$ cat config.mk
export PLATFORM = sky130hd
export DESIGN_NAME = cpuclk_ctrl_unit
export DESIGN_NICKNAME = d
export VERILOG_FILES = /design/src/rtl/cpuclk_pkg.sv /design/src/rtl/cpuclk_settle_timer.sv /design/src/rtl/cpuclk_ce_gen.sv /design/src/rtl/cpuclk_div_lane.sv /design/src/rtl/cpuclk_ctrl_unit.sv
export SDC_FILE = /design/constraint.sdc
export NUM_CORES = 1
export LEC_CHECK = 0
export BUFFER_PORTS_ARGS = -buffer_cell sky130_fd_sc_hd__buf_4
export CAP_MARGIN = 5
export CORE_ASPECT_RATIO = 1.25
export CORE_UTILIZATION = 52
export CTS_CLUSTER_DIAMETER = 120
export CTS_CLUSTER_SIZE = 24
export DETAILED_ROUTE_END_ITERATION = 6
export PLACE_DENSITY = 0.8
export SETUP_SLACK_MARGIN = 0.1
export SKIP_CTS_REPAIR_TIMING = 1
export SLEW_MARGIN = 15
export SYNTH_ARGS = -nofsm -noshare
export SYNTH_HDL_FRONTEND = slang
export SYNTH_SLANG_ARGS = --single-unit
export TNS_END_PERCENT = 100
$ cat constraint.sdc
create_clock -name clk -period 2.69 [get_ports clk]
set_input_delay 0.4035 -clock clk [delete_from_list [all_inputs] [get_ports clk]]
set_output_delay 0.4035 -clock clk [all_outputs]
set_load 0.01 [all_outputs]
$ cat src/rtl/cpuclk_pkg.sv
`timescale 1ns/1ps
// Shared constants, offsets and field layout for the CPU clock control unit.
// Assumes byte offsets on a 12-bit address and 32-bit data words.
package cpuclk_pkg;

    localparam int ADDR_W  = 12;
    localparam int DATA_W  = 32;
    localparam int DIV_W   = 3;
    localparam int NUM_DIV = 4;
    localparam int MUX_W   = 3;

    localparam logic [ADDR_W-1:0] OFS_SRC_SEL   = 12'h000;
    localparam logic [ADDR_W-1:0] OFS_SRC_STAT  = 12'h200;
    localparam logic [ADDR_W-1:0] OFS_DIV_CFG0  = 12'h300;
    localparam logic [ADDR_W-1:0] OFS_DIV_CFG1  = 12'h304;
    localparam logic [ADDR_W-1:0] OFS_DIV_STAT0 = 12'h400;
    localparam logic [ADDR_W-1:0] OFS_DIV_STAT1 = 12'h404;

    localparam int SEL_ALT_BIT  = 16;
    localparam int SEL_MON_BIT  = 20;
    localparam int MUX_STAT_LSB = 16;

    typedef enum logic [MUX_W-1:0] {
        MUX_MAIN   = 3'd1,
        MUX_ALT    = 3'd2,
        MUX_MOVING = 3'd4
    } mux_code_e;

    // Lane order: 0 core, 1 trace, 2 copy, 3 monitor.
    function automatic int lane_lsb(input int lane);
        case (lane)
            0:       return 0;
            1:       return 16;
            2:       return 0;
            default: return 4;
        endcase
    endfunction

    // Which divider word (0 or 1) a lane belongs to.
    function automatic int lane_bank(input int lane);
        return (lane < 2) ? 0 : 1;
    endfunction

endpackage

$ cat src/rtl/cpuclk_settle_timer.sv
`timescale 1ns/1ps
// Down-counter that models a settle window: busy for CYCLES cycles after start.
// A start while busy reloads the window. done pulses on the last busy cycle
// unless a start arrives in that same cycle. Assumes CYCLES >= 1.
module cpuclk_settle_timer #(
    parameter int CYCLES = 4
) (
    input  logic clk,
    input  logic rst_n,
    input  logic start,
    output logic busy,
    output logic done
);
    localparam int CW = $clog2(CYCLES + 1);

    logic [CW-1:0] cnt_q;

    // Load on start, otherwise count down to zero.
    always_ff @(posedge clk) begin
        if (!rst_n)
            cnt_q <= '0;
        else if (start)
            cnt_q <= CW'(CYCLES);
        else if (cnt_q != '0)
            cnt_q <= cnt_q - 1'b1;
    end

    assign busy = (cnt_q != '0);
    assign done = (cnt_q == CW'(1)) && !start;

endmodule

$ cat src/rtl/cpuclk_ce_gen.sv
`timescale 1ns/1ps
// Clock-enable generator: ce is high once every ratio+1 cycles.
// If the ratio drops below the running count, the next cycle pulses and restarts.
module cpuclk_ce_gen #(
    parameter int W = 3
) (
    input  logic         clk,
    input  logic         rst_n,
    input  logic [W-1:0] ratio,
    output logic         ce
);
    logic [W-1:0] cnt_q;

    assign ce = (cnt_q >= ratio);

    // Phase counter, cleared on every pulse.
    always_ff @(posedge clk) begin
        if (!rst_n)
            cnt_q <= '0;
        else if (ce)
            cnt_q <= '0;
        else
            cnt_q <= cnt_q + 1'b1;
    end

endmodule

$ cat src/rtl/cpuclk_div_lane.sv
`timescale 1ns/1ps
// One divider field: the programmed target, its settle timer, the applied ratio
// and its enable generator. Only a write that changes the value starts settling.
// The applied ratio takes the target when the window ends.
module cpuclk_div_lane #(
    parameter int DIV_W      = 3,
    parameter int SETTLE_CYC = 4
) (
    input  logic             clk,
    input  logic             rst_n,
    input  logic             load,
    input  logic [DIV_W-1:0] load_val,
    output logic [DIV_W-1:0] target,
    output logic [DIV_W-1:0] applied,
    output logic             busy,
    output logic             ce
);
    logic [DIV_W-1:0] target_q;
    logic [DIV_W-1:0] applied_q;
    logic             start;
    logic             done;

    assign start = load && (load_val != target_q);

    // Programmed value as software sees it.
    always_ff @(posedge clk) begin
        if (!rst_n)
            target_q <= '0;
        else if (load)
            target_q <= load_val;
    end

    cpuclk_settle_timer #(.CYCLES(SETTLE_CYC)) u_timer (
        .clk   (clk),
        .rst_n (rst_n),
        .start (start),
        .busy  (busy),
        .done  (done)
    );

    // Ratio in effect, updated only when the settle window closes.
    always_ff @(posedge clk) begin
        if (!rst_n)
            applied_q <= '0;
        else if (done)
            applied_q <= target_q;
    end

    cpuclk_ce_gen #(.W(DIV_W)) u_ce (
        .clk   (clk),
        .rst_n (rst_n),
        .ratio (applied_q),
        .ce    (ce)
    );

    assign target  = target_q;
    assign applied = applied_q;

endmodule

$ cat src/rtl/cpuclk_ctrl_unit.sv
`timescale 1ns/1ps
// CPU clock-domain control unit: the source select, two divider words, and
// status words that show divider settling and the actual source as a code.
// Assumes single-cycle writes. Reads are combinational from rd_addr.
module cpuclk_ctrl_unit
    import cpuclk_pkg::*;
#(
    parameter int SETTLE_CYC     = 4,
    parameter int MUX_SETTLE_CYC = 3
) (
    input  logic              clk,
    input  logic              rst_n,
    input  logic              wr_en,
    input  logic [ADDR_W-1:0] wr_addr,
    input  logic [DATA_W-1:0] wr_data,
    input  logic [ADDR_W-1:0] rd_addr,
    output logic [DATA_W-1:0] rd_data,
    output logic              core_ce,
    output logic              trace_ce,
    output logic              copy_ce,
    output logic              mon_ce,
    output logic              src_alt
);
    logic [NUM_DIV-1:0][DIV_W-1:0] div_target;
    logic [NUM_DIV-1:0][DIV_W-1:0] div_applied;
    logic [NUM_DIV-1:0]            div_busy;
    logic [NUM_DIV-1:0]            div_ce;

    // One lane per divider field.
    for (genvar g = 0; g < NUM_DIV; g++) begin : g_lane
        localparam int                LSB     = lane_lsb(g);
        localparam logic [ADDR_W-1:0] CFG_OFS = (lane_bank(g) == 0) ? OFS_DIV_CFG0 : OFS_DIV_CFG1;
        logic lane_load;
        assign lane_load = wr_en && (wr_addr == CFG_OFS);

        cpuclk_div_lane #(.DIV_W(DIV_W), .SETTLE_CYC(SETTLE_CYC)) u_lane (
            .clk      (clk),
            .rst_n    (rst_n),
            .load     (lane_load),
            .load_val (wr_data[LSB +: DIV_W]),
            .target   (div_target[g]),
            .applied  (div_applied[g]),
            .busy     (div_busy[g]),
            .ce       (div_ce[g])
        );
    end

    assign core_ce  = div_ce[0];
    assign trace_ce = div_ce[1];
    assign copy_ce  = div_ce[2];
    assign mon_ce   = div_ce[3];

    logic             sel_alt_q;
    logic             mon_main_q;
    logic             active_alt_q;
    logic             src_hit;
    logic             mux_start;
    logic             mux_busy;
    logic             mux_done;
    logic [MUX_W-1:0] mux_code;

    assign src_hit   = wr_en && (wr_addr == OFS_SRC_SEL);
    assign mux_start = src_hit && (wr_data[SEL_ALT_BIT] != sel_alt_q);

    // Source-select register bits.
    always_ff @(posedge clk) begin
        if (!rst_n) begin
            sel_alt_q  <= 1'b0;
            mon_main_q <= 1'b0;
        end else if (src_hit) begin
            sel_alt_q  <= wr_data[SEL_ALT_BIT];
            mon_main_q <= wr_data[SEL_MON_BIT];
        end
    end

    cpuclk_settle_timer #(.CYCLES(MUX_SETTLE_CYC)) u_mux_timer (
        .clk   (clk),
        .rst_n (rst_n),
        .start (mux_start),
        .busy  (mux_busy),
        .done  (mux_done)
    );

    // Actual source, updated when the switch completes.
    always_ff @(posedge clk) begin
        if (!rst_n)
            active_alt_q <= 1'b0;
        else if (mux_done)
            active_alt_q <= sel_alt_q;
    end

    // Source status code.
    always_comb begin
        if (mux_busy)
            mux_code = MUX_MOVING;
        else if (active_alt_q)
            mux_code = MUX_ALT;
        else
            mux_code = MUX_MAIN;
    end

    assign src_alt = !mux_busy && active_alt_q;

    logic [1:0][DATA_W-1:0] cfg_word;
    logic [1:0][DATA_W-1:0] stat_word;

    // Assemble divider words from the lane fields.
    always_comb begin
        cfg_word  = '0;
        stat_word = '0;
        for (int i = 0; i < NUM_DIV; i++) begin
            cfg_word[lane_bank(i)][lane_lsb(i) +: DIV_W] = div_target[i];
            stat_word[lane_bank(i)][lane_lsb(i)]         = div_busy[i];
        end
    end

    // Read decode; reserved bits and unmapped offsets read zero.
    always_comb begin
        rd_data = '0;
        case (rd_addr)
            OFS_SRC_SEL: begin
                rd_data[SEL_ALT_BIT] = sel_alt_q;
                rd_data[SEL_MON_BIT] = mon_main_q;
            end
            OFS_SRC_STAT:  rd_data[MUX_STAT_LSB +: MUX_W] = mux_code;
            OFS_DIV_CFG0:  rd_data = cfg_word[0];
            OFS_DIV_CFG1:  rd_data = cfg_word[1];
            OFS_DIV_STAT0: rd_data = stat_word[0];
            OFS_DIV_STAT1: rd_data = stat_word[1];
            default:       rd_data = '0;
        endcase
    end

endmodule

==> results.toml <==
[outcome]
status = "finished, final reports clean"

[clock_network]
cts_max_level = 2
cts_tree = "done"
numCtsBuffers = 5
clockBufferDepth = 2
clock_latency_ps = 310
cts.sinks = 53
clk_pin_slew_ps = 90
clockRootBuffer = "clkbuf_8"

[grt]
grt_pass1_vias = 2503
grt.total_usage_pct = 19.5
antenna_found_initial = 0
met1_usage_pct = 21.7
grt_overflow = 0
use_met2_pct = 36.8
busiest_layer = "met2"
grtUsageMet3_pct = 2.80
grt_max_degree = 59
grt_pass1_wl_mm = 10.3

[setup_path]
endpoint_kind = "output pin"
crit_top_cell = "buf_4"
worstPathRequired_ps = 2290
max_stage_delay_ps = 550
path_buf_inv = 3
slowest_stage = "or4_1"
cp.arrival_ps = 2070
crit_family = "simple AND/OR/NAND/NOR gates"
path_cells = "buf_4 > or4_1 > buf_4 > nor3_1 > nand3_1 > o22ai_1 > buf_4"
path_max_fanout = 4
critPathLaunchType = "input port"
criticalPathCategory = "in2out"
r2r_slack_ps = 1330

[route]
vias_per_cell = 4.88
first_pass_iters = 4
dr.first_iter.drc_count = 80
vias = 2480
drc_errors = 0
drt-total-wl_mm = 5.93
wl_per_cell_um = 11.7
ant_nets = 0

[timing]
setup_viol_count_final = 0
hold_slack_ps = 353
relSlewSlack_pct = 65.3
hold_violations = 0
min_period_over_period_pct = 92.1
setup-tns-final_ps = 0
fmax_mhz = 404
drv_slew = 0
rsz0062_at_grt = "no"
period_needed_ps = 2480
tightest_slew_ps = 516
skew_ps = 4.85

[floorplanning]
core_sq_um = 5900
fp.dieH_um = 90.2
die_area_sq_um = 6540
start_util_pct = 54.9
die_x_um = 72.6
io_pins = 96
rows = 31

[logic_synthesis]
synth-compound-area-share_pct = 8.86
synth-simple-area-share_pct = 18.2
synthArstFlopShare_pct = 0
synth_edf_count = 0
synth_top_family_by_area = "simple AND/OR/NAND/NOR gates"
synth_xor_area_share_pct = 5.96
ys_types = 35
synthAdderAreaFrac_pct = 13.1
synth_area_per_cell_sq_um = 8.65
syn_area_sq_um = 3240
synth_seq_area_share_pct = 32.8
ys_seq_elements = 53
synth_mux_area_share_pct = 9.40
netlist_instances = 374
yosysWarnings = 0
synthFlopType = "dfxtp_1"

[cells_and_area]
fillCellCount = 556
area_delta_synth_final_pct = 15.0
drive_gt1_share_pct = 17.4
final_nets = 518
multi_input_area_sq_um = 1890
seq_area_sq_um = 1060
diodes = 0
utilization_pct = 63.1

[placement]
dp_hpwl_mm = 4.67
portBuffers = 51
gp_congestion = 0.731

[power_and_ir_drop]
p_per_area_nw_per_um2 = 531
leakage_nw = 1.57
irDropWorstVdd_mv = 0.268

[worst_hold_path]
min_path_type = "in2reg"

[flow_run]
cap_violations = 0
-- power by group --
| part | total, mW | switching, mW | internal [mW] |
|---|---|---|---|
| registers | 0.890 | 0.0418 | 0.849 |
| logic | 0.649 | 0.314 | 0.335 |
| clock network | 0.437 | 0.256 | 0.181 |
-- through the flow --
step | cell area [sq um] | instances | power [mW] | worst slack (ps)
6_report | 3720 | 508 | 1.98 | 213
5_1_grt | 3720 | 508 | 2.11 | 167
4_1_cts | 3710 | 508 | 2.00 | 59.4
3_5_place_dp | 3630 | 500 | 1.56 | 65.5
3_3_place_gp | 3630 | 500 | 1.53 | 85.2
2_1_floorplan | 3310 | 395 | 1.44 | 322
-- area by class of cell --
cell class                      count  area share [%]
Tap cell                           82            2.76
Sequential cell                    53            28.5
Inverter                           45            4.54
Timing Repair Buffer               55            11.1
Multi-Input combinational cell    265            50.9
Clock inverter                      2           0.269
Clock buffer                        6            1.95
-- worst reg2reg max path: cells and delay by family (launching register included) --
kind,cells,cell delay [ps]
flops,1,370
simple gates,2,280
buf+inv,1,60
compound gates,2,330
fa+ha+maj,1,260
-- sequential cells by signal, summed over array words and instances (netlist names) --
name and flops:
g_lane.u_lane.u_ce.cnt_q 12, mon_main_q 1, sel_alt_q 1, g_lane.u_lane.applied 12
g_lane.u_lane.u_timer.cnt_q 12, u_mux_timer.cnt_q 2, g_lane.u_lane.target 12, active_alt_q 1
-- cells in the final DEF, fill, tap and decap left out, types with 5 or more instances in the layout --
master,netlist,layout
ha_1,34,34
buf_4,22,55
clkbuf_8,0,5
nand2b_1,6,6
nor2_1,17,17
and3_1,10,10
xor2_1,8,8
dfxtp_1,53,53
a21oi_1,9,9
a21boi_0,13,13
inv_1,45,45
o21ai_0,11,11
conb_1,1,22
nand2_1,49,49
xnor2_1,14,14
mux2i_1,27,27
nor2b_1,8,8
-- path summary, 6_finish.rpt --
| kind | from | cells past startpoint | to |
|---|---|---|---|
| worst max register to register | g_lane[3].u_lane.u_ce.cnt_q[0] | 6 | g_lane[3].u_lane.u_ce.cnt_q[2] |
| worst min register to register | g_lane[2].u_lane.u_ce.cnt_q[0] | 1 | g_lane[2].u_lane.u_ce.cnt_q[0] |
| worst max-delay path | rd_addr[1] | 7 | rd_data[16] |
| worst min-delay path | wr_data[20] | 3 | mon_main_q |
-- layer usage --
metal	wire length, um	up-vias
met3	172	6
met5	0	-
met2	3080	48
met1	2600	1152
li1	-	1274
met4	80	0
-- cell families (layout without fill, tap and decap cells) --
family	Yosys count	in the layout
and+or+nand+nor	115	115
buffers and inverters	77	108
DFF	53	53
AOI/OAI and AO/OA	42	42
adders and majority gates	34	34
muxes	30	30
xor gates and xnor gates	22	22
other	1	22
-- synth_stat cells (4+ instances only) --
cell      instances  area, sq um
nand2_1          49          184
nand2b_1          6         37.5
a21oi_1           9         45.0
ha_1             34          425
or4_1             4         30.0
clkbuf_1          8         30.0
nor2_1           17         63.8
xnor2_1          14          123
and3_1           10         62.6
mux2i_1          27          270
o211ai_1          4         30.0
dfxtp_1          53         1060
o21ai_0          11         55.1
nor3_1            4         20.0
nor2b_1           8         50.1
xor2_1            8         70.1
a21boi_0         13         97.6
inv_1            45          169
buf_4            22          165
Note: power is estimated with default switching activity, not from simulation.
